<file path="src/rtl/smb_sup_pkg.sv">
package smb_sup_pkg;

  // Counter width able to hold 0..sat
  function automatic int unsigned cnt_width(input int unsigned sat);
    return (sat < 1) ? 1 : $clog2(sat + 1);
  endfunction

  // True when the next tick step lands a counter exactly on lim
  function automatic logic last_step(input int unsigned cnt, input int unsigned lim);
    return (cnt + 1 == lim);
  endfunction

  // True while a counter is still short of lim
  function automatic logic below(input int unsigned cnt, input int unsigned lim);
    return (cnt < lim);
  endfunction

endpackage

</file>
<file path="src/rtl/smb_sup_filter.sv">
module smb_sup_filter #(
  parameter int unsigned FILT_LEN = 4
) (
  input  logic clk_i,
  input  logic rst_ni,
  input  logic raw_i,
  output logic filt_o
);
  localparam int unsigned CW = (FILT_LEN < 2) ? 1 : $clog2(FILT_LEN);
  localparam logic [CW-1:0] LAST = CW'(FILT_LEN - 1);

  logic          s1_q, s2_q;
  logic [CW-1:0] run_q;

  // two-flop synchronizer; idle bus level is high
  always_ff @(posedge clk_i or negedge rst_ni) begin
    if (!rst_ni) begin
      s1_q <= 1'b1;
      s2_q <= 1'b1;
    end else begin
      s1_q <= raw_i;
      s2_q <= s1_q;
    end
  end

  // accept a new level only after FILT_LEN consecutive differing samples
  always_ff @(posedge clk_i or negedge rst_ni) begin
    if (!rst_ni) begin
      filt_o <= 1'b1;
      run_q  <= '0;
    end else if (s2_q == filt_o) begin
      run_q <= '0;
    end else if (run_q == LAST) begin
      filt_o <= s2_q;
      run_q  <= '0;
    end else begin
      run_q <= run_q + 1'b1;
    end
  end
endmodule

</file>
<file path="src/rtl/smb_sup_tickcnt.sv">
module smb_sup_tickcnt #(
  parameter int unsigned SAT      = 1,
  parameter bit          RST_FULL = 1'b0,
  parameter int unsigned W        = smb_sup_pkg::cnt_width(SAT)
) (
  input  logic         clk_i,
  input  logic         rst_ni,
  input  logic         tick_i,
  input  logic         en_i,
  input  logic         clr_i,
  output logic [W-1:0] cnt_o
);
  localparam logic [W-1:0] SAT_V = W'(SAT);

  always_ff @(posedge clk_i or negedge rst_ni) begin
    if (!rst_ni)                              cnt_o <= RST_FULL ? SAT_V : '0;
    else if (clr_i)                           cnt_o <= '0;
    else if (tick_i && en_i && cnt_o != SAT_V) cnt_o <= cnt_o + 1'b1;
  end
endmodule

</file>
<file path="src/rtl/smb_line_supervisor.sv">
module smb_line_supervisor #(
  parameter int unsigned FILT_LEN      = 4,
  parameter int unsigned TO_TICKS      = 3000,
  parameter int unsigned OFF_TICKS     = 200000,
  parameter int unsigned CAL_TICKS     = 500000,
  parameter int unsigned SLV_EXT_TICKS = 2500,
  parameter int unsigned MST_EXT_TICKS = 1000,
  parameter int unsigned FREE_TICKS    = 1,
  parameter int unsigned RDY_TICKS     = 50
) (
  input  logic clk_i,
  input  logic rst_ni,
  input  logic tick_i,
  input  logic scl_i,
  input  logic sda_i,
  input  logic xfer_start_i,
  input  logic xfer_stop_i,
  input  logic slv_hold_i,
  input  logic mst_ext_i,
  output logic abort_o,
  output logic bus_off_o,
  output logic bus_ready_o,
  output logic cal_req_o,
  output logic slv_ext_err_o,
  output logic mst_ext_err_o,
  output logic early_start_o
);
  import smb_sup_pkg::*;

  localparam int unsigned NLINE   = 2;
  localparam int unsigned SLV_LIM = SLV_EXT_TICKS + 1;
  localparam int unsigned MST_LIM = MST_EXT_TICKS + 1;
  localparam int unsigned W_LOW   = cnt_width(TO_TICKS);
  localparam int unsigned W_BOTH  = cnt_width(CAL_TICKS);
  localparam int unsigned W_SLV   = cnt_width(SLV_LIM);
  localparam int unsigned W_MST   = cnt_width(MST_LIM);
  localparam int unsigned W_FREE  = cnt_width(FREE_TICKS);
  localparam int unsigned W_RDY   = cnt_width(RDY_TICKS);

  // ---------------- input conditioning ----------------
  logic [NLINE-1:0] raw_lines;
  logic [NLINE-1:0] filt_lines;
  assign raw_lines = {sda_i, scl_i};

  for (genvar g = 0; g < NLINE; g++) begin : g_line
    smb_sup_filter #(.FILT_LEN(FILT_LEN)) u_filt (
      .clk_i  (clk_i),
      .rst_ni (rst_ni),
      .raw_i  (raw_lines[g]),
      .filt_o (filt_lines[g])
    );
  end

  logic scl_f, sda_f, both_low;
  assign scl_f    = filt_lines[0];
  assign sda_f    = filt_lines[1];
  assign both_low = ~scl_f & ~sda_f;

  // ---------------- state registers ----------------
  logic in_xfer;
  logic bus_off_q;

  // ---------------- tick counters ----------------
  logic [W_LOW-1:0]  low_cnt;
  logic [W_BOTH-1:0] both_cnt;
  logic [W_SLV-1:0]  slv_cnt;
  logic [W_MST-1:0]  mst_cnt;
  logic [W_FREE-1:0] free_cnt;
  logic [W_RDY-1:0]  rdy_cnt;
  logic slv_en, mst_en;

  assign slv_en = in_xfer & slv_hold_i & ~scl_f;
  assign mst_en = in_xfer & mst_ext_i & ~scl_f;

  smb_sup_tickcnt #(.SAT(TO_TICKS)) u_low_cnt (
    .clk_i(clk_i), .rst_ni(rst_ni), .tick_i(tick_i),
    .en_i(~scl_f), .clr_i(scl_f), .cnt_o(low_cnt));

  smb_sup_tickcnt #(.SAT(CAL_TICKS)) u_both_cnt (
    .clk_i(clk_i), .rst_ni(rst_ni), .tick_i(tick_i),
    .en_i(both_low), .clr_i(~both_low), .cnt_o(both_cnt));

  smb_sup_tickcnt #(.SAT(SLV_LIM)) u_slv_cnt (
    .clk_i(clk_i), .rst_ni(rst_ni), .tick_i(tick_i),
    .en_i(slv_en), .clr_i(xfer_start_i), .cnt_o(slv_cnt));

  smb_sup_tickcnt #(.SAT(MST_LIM)) u_mst_cnt (
    .clk_i(clk_i), .rst_ni(rst_ni), .tick_i(tick_i),
    .en_i(mst_en), .clr_i(xfer_start_i), .cnt_o(mst_cnt));

  smb_sup_tickcnt #(.SAT(FREE_TICKS), .RST_FULL(1'b1)) u_free_cnt (
    .clk_i(clk_i), .rst_ni(rst_ni), .tick_i(tick_i),
    .en_i(1'b1), .clr_i(xfer_stop_i), .cnt_o(free_cnt));

  smb_sup_tickcnt #(.SAT(RDY_TICKS), .RST_FULL(1'b1)) u_rdy_cnt (
    .clk_i(clk_i), .rst_ni(rst_ni), .tick_i(tick_i),
    .en_i(1'b1), .clr_i(bus_off_q), .cnt_o(rdy_cnt));

  // ---------------- named events ----------------
  logic to_evt, off_evt, cal_evt, slv_evt, mst_evt, early_evt;

  assign to_evt    = tick_i & ~scl_f  & last_step(32'(low_cnt),  TO_TICKS);
  assign off_evt   = tick_i & both_low & last_step(32'(both_cnt), OFF_TICKS);
  assign cal_evt   = tick_i & both_low & last_step(32'(both_cnt), CAL_TICKS);
  assign slv_evt   = tick_i & slv_en & ~xfer_start_i & last_step(32'(slv_cnt), SLV_LIM);
  assign mst_evt   = tick_i & mst_en & ~xfer_start_i & last_step(32'(mst_cnt), MST_LIM);
  assign early_evt = xfer_start_i & below(32'(free_cnt), FREE_TICKS);

  // ---------------- registered outputs ----------------
  logic abort_q, cal_q, slv_err_q, mst_err_q, early_q;

  always_ff @(posedge clk_i or negedge rst_ni) begin
    if (!rst_ni) begin
      in_xfer   <= 1'b0;
      abort_q   <= 1'b0;
      bus_off_q <= 1'b0;
      cal_q     <= 1'b0;
      slv_err_q <= 1'b0;
      mst_err_q <= 1'b0;
      early_q   <= 1'b0;
    end else begin
      abort_q <= to_evt & in_xfer & ~xfer_start_i;
      cal_q   <= cal_evt;
      early_q <= early_evt;

      if (xfer_start_i)                 in_xfer <= 1'b1;
      else if (xfer_stop_i || to_evt)   in_xfer <= 1'b0;

      if (!both_low)    bus_off_q <= 1'b0;
      else if (off_evt) bus_off_q <= 1'b1;

      if (xfer_start_i) slv_err_q <= 1'b0;
      else if (slv_evt) slv_err_q <= 1'b1;

      if (xfer_start_i) mst_err_q <= 1'b0;
      else if (mst_evt) mst_err_q <= 1'b1;
    end
  end

  assign abort_o       = abort_q;
  assign bus_off_o     = bus_off_q;
  assign bus_ready_o   = ~bus_off_q & (rdy_cnt == W_RDY'(RDY_TICKS));
  assign cal_req_o     = cal_q;
  assign slv_ext_err_o = slv_err_q;
  assign mst_ext_err_o = mst_err_q;
  assign early_start_o = early_q;
endmodule

</file>
<file path="config.mk">
export PLATFORM = sky130hd
export DESIGN_NAME = smb_line_supervisor
export DESIGN_NICKNAME = d
export VERILOG_FILES = /design/src/rtl/smb_sup_pkg.sv /design/src/rtl/smb_sup_filter.sv /design/src/rtl/smb_sup_tickcnt.sv /design/src/rtl/smb_line_supervisor.sv
export SDC_FILE = /design/constraint.sdc
export NUM_CORES = 1
export LEC_CHECK = 0
export BUFFER_PORTS_ARGS = -buffer_cell sky130_fd_sc_hd__buf_2
export CAP_MARGIN = 20
export CORE_ASPECT_RATIO = 1.25
export CORE_MARGIN = 2
export CORE_UTILIZATION = 58
export CTS_BUF_LIST = sky130_fd_sc_hd__clkbuf_2 sky130_fd_sc_hd__clkbuf_4 sky130_fd_sc_hd__clkbuf_8
export DETAILED_ROUTE_END_ITERATION = 10
export PLACE_DENSITY_LB_ADDON = 0.05
export SYNTH_ARGS = -nofsm -noshare
export SYNTH_HDL_FRONTEND = slang
export SYNTH_HIERARCHICAL = 1
export SYNTH_SLANG_ARGS = --single-unit
</file>
<file path="constraint.sdc">
create_clock -name clk_i -period 1.9 [get_ports clk_i]
set_input_delay 0.19 -clock clk_i [delete_from_list [all_inputs] [get_ports clk_i]]
set_output_delay 0.19 -clock clk_i [all_outputs]
set_load 0.03 [all_outputs]
</file>
==> results.ini, run 1 <==
[timing]
final_number_of_setup_violating_endpoints=0
final-max-slew-violation-count=0
postLayoutSetupSlackWorst_ps=85.27
final.hold.worst_slack_ps=269.8
hold_viol=0
timing.final.crit_share_pct=95.51
timing.setup.tns_ps=0
grt_setup_unrepaired=no
finalClockSkew_ps=8.540
finalCriticalPeriod_ps=1815
max_freq_mhz=551.0

[placed_design]
place.detailed.hpwl_microns=6703
gp_congestion=0.8674
detailedPlace.worstSlack_ps=23.37
placement.io_buffers=15
detailed_place.area_sq_um=4676

[power]
combPwrFrac_pct=21.2
switching_power_as_a_share_of_total_power_pct=31.28
power_switching_w=0.001311
static_leakage_nw=2.044
cellPowerDensity_nw_per_um2=844.6
worst_ir_drop_vdd_mv=0.6298
seqPwrFrac_pct=47.9
pwr-share-clk_pct=30.9
internal_power_w=0.002882

[cells_and_area]
fin_util_pct=67.89
final_cell_mix=59 x dfrtp_1, 42 x nor2_1, 26 x nand4_1
num_antenna_cells=0
final_common_cell=dfrtp_1
finalNetCount=510
final_design_area_no_fill_sq_um=4965
drive_gt1_share_pct=19.43
flow.area_growth_from_synthesis_pct=13.83

[synth]
syn-instance-count=445
ys_dominant_reg_cell=dfrtp_1
synth_enable_flop_cells=0
ys_async_sr_fraction_pct=100.0
ys_warn_count=6
syn_area_sq_um=4362
synth_seq_area_share_pct=44.46
postSynthAreaPerCell_sq_um=9.802
synth.distinct_cells=64
ys_seq_elements=77

[clock_tree]
clock_tree.buffer_depth=2
cts-root-buf=clkbuf_8
clk_pin_slew_worst_paths_ps=80
clkSinkCount=77
cts_tree=done
cts_buffers=9
htree_num_levels=3
worstSkewPairLatency_ps=350

[hold_path]
timing.hold.worst_endpoint=u_slv_cnt/cnt_o[8]
min_path_cells=2
hold_start=xfer_start_i
worst_hold_path_type=input pin to register

[global_routing]
grt_pass1_wl_microns=16030
first_global_vias=3510
grt_use_total_pct=24.79
grt_overflow_total=0
initial_antenna_violation_count=0
grt_max_degree=35

[critical_path]
r2r_slack_ps=90
regToRegStartpoint=u_both_cnt/cnt_o[0]
timing.reg2reg.worst_path_depth=7
critPathRequiredTime_ps=2140
launching_element_type_of_the_critical_path=register
criticalPathCategory=register to register
timing.critical_path.cells=inv_1, ha_1, nor2b_1, nand4_1, o21ai_4, nor4_1, mux2_1
worst_path_largest_cell_delay_ps=400
crit_slowest_cell=dfrtp_2
timing.critical_path.fanout_max=6
worst_ep_arrival_time_ps=2050
end_kind=register
r2r_end=u_both_cnt/cnt_o[11]

[floorplan]
floorplan.die_area_sq_um=8234
core.rowCount=35
initial_core_util_pct=59.64
chipWidth_microns=81.57
die_height_microns=101.0
boundaryPins=16
fp.coreArea_sq_um=7313

[detailed_routing]
detailedRoute.firstIterationViolations=223
drc=0
antenna_violating_nets_post_route=0
avgViaCountPerCell=6.126
routed-via-count=3590
drt_first_pass_iters=4
drt-total-wl_microns=9588
wire_per_inst_microns=16.36

[flow_run]
cap_viol_max_count=0

[run_status]
status=completed

[layout make-up]
cell class | count | area [sq um]
fill | 571 | 2349
multi-input combinational | 342 | 2342
sequential | 77 | 1949
timing repair buffer | 37 | 265.3
clock buffer | 11 | 151.4
tap | 92 | 115.1
inverter | 22 | 82.58
clock inverter | 5 | 58.81
[critical path, delay by kind of cell, from the launching register on]
family,cells,cell delay (ps)
AND/OR/NAND/NOR,3,600
buffers and inverters,1,80
flip-flops,1,400
multiplexers,1,350
AO/OA/AOI/OAI,1,90
adder cells (fa/ha/maj),1,190
[registers in the layout, summed over array words and instances (netlist names), 4 cells and up]
name	count
g_line.u_filt/run_q	4
u_both_cnt/cnt_o	19
u_low_cnt/cnt_o	12
u_mst_cnt/cnt_o	10
u_rdy_cnt/cnt_o	6
u_slv_cnt/cnt_o	12
[layer usage]
metal,global-route usage [%],vias to the layer above,wire (microns),share of wire [%]
met5,0,-,0,0
met4,9.648,0,233,2.4
met3,4.659,25,355,3.7
met2,41.42,86,4813,50
met1,31.48,1747,4186,44
li1,-,1732,-,-
[through the flow]
| stage | total power [W] | std cells |
|---|---|---|
| floorplan | 0.002576 | 449 |
| global placement | 0.002856 | 565 |
| detailed placement | 0.002900 | 565 |
| CTS | 0.004207 | 585 |
| global route | 0.004435 | 586 |
| finish | 0.004193 | 586 |
[worst max-delay path by stage]
stage | cells past startpoint | from | end
4_1_cts | 7 | u_both_cnt/cnt_o[0] | u_both_cnt/cnt_o[11]
2_1_floorplan | 7 | u_both_cnt/cnt_o[0] | u_both_cnt/cnt_o[11]
3_5_place_dp | 7 | u_both_cnt/cnt_o[0] | u_both_cnt/cnt_o[11]
5_1_grt | 5 | g_line[0].u_filt/filt_o | u_slv_cnt/cnt_o[11]
3_3_place_gp | 7 | u_both_cnt/cnt_o[0] | u_both_cnt/cnt_o[11]
6_report | 7 | u_both_cnt/cnt_o[0] | u_both_cnt/cnt_o[11]
[logic make-up after synthesis]
logic type,share of synthesized area (%)
simple gates,29.98
flops,44.46
compound gates,10.79
buf+inv,2.811
xor+xnor,5.422
fa+ha+maj,3.442
mux,3.012
other cells,0.08598
[synth_stat cells, types with 2 or more instances]
cell type  instances  area (sq um)
dfrtp_1           67          1677
nor2_1            42         157.7
nand4_1           26         162.7
a21oi_1           25         125.1
nand2_1           23         86.33
inv_1             22         82.58
nand3_1           22         110.1
xor2_1            17         148.9
o21ai_0           16         80.08
nor2b_1           15         93.84
ha_1              12         150.1
and3_1            11         68.82
dfstp_2           10         262.8
or3_1             10         62.56
or4_1             10         75.07
xnor2_1           10         87.58
o31ai_1            8         60.06
mux2_1             6         67.56
nor3_1             6         30.03
nor4_1             6         37.54
nor4b_1            6         52.55
a31oi_1            5         31.28
and4_1             5         43.79
clkbuf_1           4         15.01
mux2_2             3         33.78
mux2i_1            3         30.03
nand3_2            3         30.03
nand4bb_1          3         33.78
a211oi_1           2         15.01
a311o_2            2         22.52
a31o_2             2         17.52
and2_1             2         12.51
and4bb_1           2         25.02
buf_2              2         10.01
nand3b_1           2         15.01
nand4b_1           2         17.52
nor3_2             2         20.02
nor4_2             2         25.02
nor4b_2            2         30.03
o2111ai_1          2         17.52
or3_2              2         15.01
[repair_timing]
action,4_1_cts,5_1_grt
endpoints found under the hold margin,24,0
hold buffers,4,0
setup buffers,0,1
gates resized for setup,1,10
endpoints found under the setup margin,1,5
pin swaps,0,1
[power by group through the flow]
stage	sequential [W]	clock [W]	combinational (W)
3_3_place_gp	0.00202	0	0.000835
4_1_cts	0.00201	0.00132	0.000876
3_5_place_dp	0.00204	0	0.000863
6_report	0.00201	0.00130	0.000889
5_1_grt	0.00204	0.00139	0.00101
2_1_floorplan	0.00200	0	0.000581
(Power assumes the default switching activity.)
==> run 2: changes to the inputs <==
--- a/config.mk
+++ b/config.mk
@@ -9,7 +9,7 @@
 export CAP_MARGIN = 20
 export CORE_ASPECT_RATIO = 1.25
 export CORE_MARGIN = 2
-export CORE_UTILIZATION = 58
+export CORE_UTILIZATION = 60
 export CTS_BUF_LIST = sky130_fd_sc_hd__clkbuf_2 sky130_fd_sc_hd__clkbuf_4 sky130_fd_sc_hd__clkbuf_8
 export DETAILED_ROUTE_END_ITERATION = 10
 export PLACE_DENSITY_LB_ADDON = 0.05
==> constraint.sdc (replaced) <==
create_clock -name clk_i -period 2.1 [get_ports clk_i]
set_input_delay 0.21 -clock clk_i [delete_from_list [all_inputs] [get_ports clk_i]]
set_output_delay 0.21 -clock clk_i [all_outputs]
set_load 0.03 [all_outputs]
==> results.ini, run 2 (same netlist as run 1, synthesis figures left out) <==
[clock_tree]
cts_tree=done
htree_num_levels=3  ; unchanged
clock_tree.buffer_depth=2  ; unchanged
clk_pin_slew_worst_paths_ps=80  ; about the same
worstSkewPairLatency_ps=350  ; about the same
cts_buffers=9  ; unchanged
cts_setup_buffers=0  ; unchanged
clkSinkCount=77  ; unchanged
cts-root-buf=clkbuf_8

[critical_path]
worst_ep_arrival_time_ps=2180  ; +130 ps
timing.critical_path.cells=inv_1, ha_1, nor2b_1, nand4_1, o21ai_4, nor4_1, mux2_1
critPathRequiredTime_ps=2330  ; +190 ps
criticalPathCategory=register to register
crit_slowest_cell=dfrtp_1
worst_path_largest_cell_delay_ps=450  ; +50 ps
end_kind=register
critical-path-top-delay-family=simple AND/OR/NAND/NOR gates
launching_element_type_of_the_critical_path=register
number_of_buffers_and_inverters_on_the_critical_path=1  ; unchanged
timing.critical_path.fanout_max=8  ; +2

[power]
seqPwrFrac_pct=47.7  ; -0.2 points
combPwrFrac_pct=19.5  ; -1.7 points
internal_power_w=0.002632  ; -8.7%
pwr-share-clk_pct=32.8  ; +1.9 points
switching_power_as_a_share_of_total_power_pct=30.80  ; -0.48 points
static_leakage_nw=1.998  ; -2.3%
power_switching_w=0.001171  ; -11%
cellPowerDensity_nw_per_um2=780.1  ; -7.6%
worst_ir_drop_vdd_mv=0.7027  ; +12%

[cells_and_area]
finalNetCount=501  ; -1.8%
largest_register_by_flop_count=u_both_cnt/cnt_o
final_design_area_no_fill_sq_um=4875  ; -1.8%
final_cell_mix=67 x dfrtp_1, 42 x nor2_1, 26 x nand4_1
flow.area_growth_from_synthesis_pct=11.76
final_common_cell=dfrtp_1
largest_register_ff_count=19  ; unchanged
num_antenna_cells=0  ; unchanged
drive_gt1_share_pct=15.88  ; -3.6 points
layout_top_registers=u_both_cnt/cnt_o: 19 flops, u_low_cnt/cnt_o: 12 flops, u_slv_cnt/cnt_o: 12 flops

[placed_design]
place.detailed.hpwl_microns=6285  ; -6.2%
detailed_place.area_sq_um=4607  ; -1.5%
placement.io_buffers=15  ; unchanged
gp_congestion=0.8717  ; +0.50%

[detailed_routing]
drc=0  ; unchanged
routed-via-count=3544  ; -1.3%
wire_per_inst_microns=15.59  ; -4.7%
avgViaCountPerCell=6.163  ; +0.61%
drt_first_pass_iters=5  ; +1
detailedRoute.firstIterationViolations=147  ; -34%
drt-total-wl_microns=8966  ; -6.5%
antenna_violating_nets_post_route=0  ; unchanged

[timing]
final_number_of_setup_violating_endpoints=0  ; unchanged
timing.setup.tns_ps=0  ; unchanged
slew_headroom_pct=66.67
finalClockSkew_ps=7.366  ; -1.174 ps
worst_pin_slew_ps=495.8
grt_setup_unrepaired=no
final-max-slew-violation-count=0  ; unchanged
max_freq_mhz=512.3  ; -7.0%
finalCriticalPeriod_ps=1952  ; +137.1 ps
timing.final.crit_share_pct=92.95  ; -2.6 points
hold_viol=0  ; unchanged

[global_routing]
first_global_vias=3439  ; -2.0%
grt_max_degree=53  ; +51%
grt_use_total_pct=24.21  ; -0.58 points
initial_antenna_violation_count=0  ; unchanged
grt_pass1_wl_microns=15500  ; -3.3%
grt_overflow_total=0  ; unchanged

[floorplan]
boundaryPins=16  ; unchanged
fp.coreArea_sq_um=7019  ; -4.0%
chipWidth_microns=80.26  ; -1.6%
floorplan.die_area_sq_um=7972  ; -3.2%
core.rowCount=34  ; -2.9%
die_height_microns=99.33  ; -1.6%
initial_core_util_pct=62.14  ; +2.5 points

[hold_path]
worst_hold_path_type=input pin to register

[flow_run]
cap_viol_max_count=0  ; unchanged

[run_status]
status=completed

==> run 2: cell count changes in the layout (fill, tap and decap cells not counted) <==
cell	before	now
buf_4	18	9
clkinv_4	1	0
bufinv_16	1	2
inv_6	0	2
nor4_4	1	0
nor4b_2	4	2
clkbuf_8	11	9
dfrtp_1	59	67
nor4_2	2	3
dfrtp_2	8	0
nor4b_1	4	6
==> run 2: worst paths after layout <==
| path | slack, ps | start | cells past startpoint | to |
|---|---|---|---|---|
| hold reg to reg | 360 | g_line[0].u_filt/s1_q | 0 | g_line[0].u_filt/s2_q |
| min in group asynchronous | 310 | rst_ni | 2 | u_mst_cnt/cnt_o[8] |
| max in group asynchronous | 1150 | rst_ni | 3 | g_line[1].u_filt/s1_q |
| hold / removal | 250 | xfer_start_i | 2 | u_mst_cnt/cnt_o[7] |
| setup reg to reg | 150 | u_both_cnt/cnt_o[0] | 7 | u_both_cnt/cnt_o[11] |
| setup / recovery | 150 | u_both_cnt/cnt_o[0] | 7 | u_both_cnt/cnt_o[11] |
==> run 2: per-stage QoR <==
stage	utilization, %	worst slack (ps)	std cells	power (W)	hold WS (ps)
final	69.45	148.1	575	0.003803	253.2
after global routing	69.45	16.13	575	0.004040	265.8
after CTS	69.22	143.3	574	0.003845	3.006
after detailed placement	65.63	152.4	555	0.002587	148.2
after global placement	65.63	282.9	555	0.002544	136.7
after floorplan	-	54.42	449	0.002328	-85.59
==> run 2: timing repair <==
item	CTS	global route
hold endpoints to repair	24	1
gates resized for setup	0	1
endpoints found under the setup margin	0	1
hold buffers	3	1
==> run 2: routing by layer <==
metal / up-vias / routed length (microns) / GRT usage, %
li1: 1716 / - / -
met1: 1763 / 3903 / 29.92
met2: 55 / 4723 / 42.76
met3: 10 / 243 / 4.083
met4: 0 / 96 / 7.692
met5: - / 0 / 0
==> run 2: layout make-up <==
class	count	area (sq um)
Multi-Input combinational cell	342	2321
Fill cell	552	2145
Sequential cell	77	1939
Timing Repair Buffer	28	197.7
Clock buffer	9	123.9
Tap cell	90	112.6
Clock inverter	7	97.59
Inverter	22	82.58
==> run 2: power by group through the flow <==
stage | Sequential, W | Clock (W) | Combinational, W
detailed placement | 0.00184 | 0 | 0.000743
floorplan | 0.00180 | 0 | 0.000524
global route | 0.00184 | 0.00135 | 0.000845
finish | 0.00182 | 0.00125 | 0.000740
global placement | 0.00183 | 0 | 0.000712
CTS | 0.00182 | 0.00128 | 0.000750
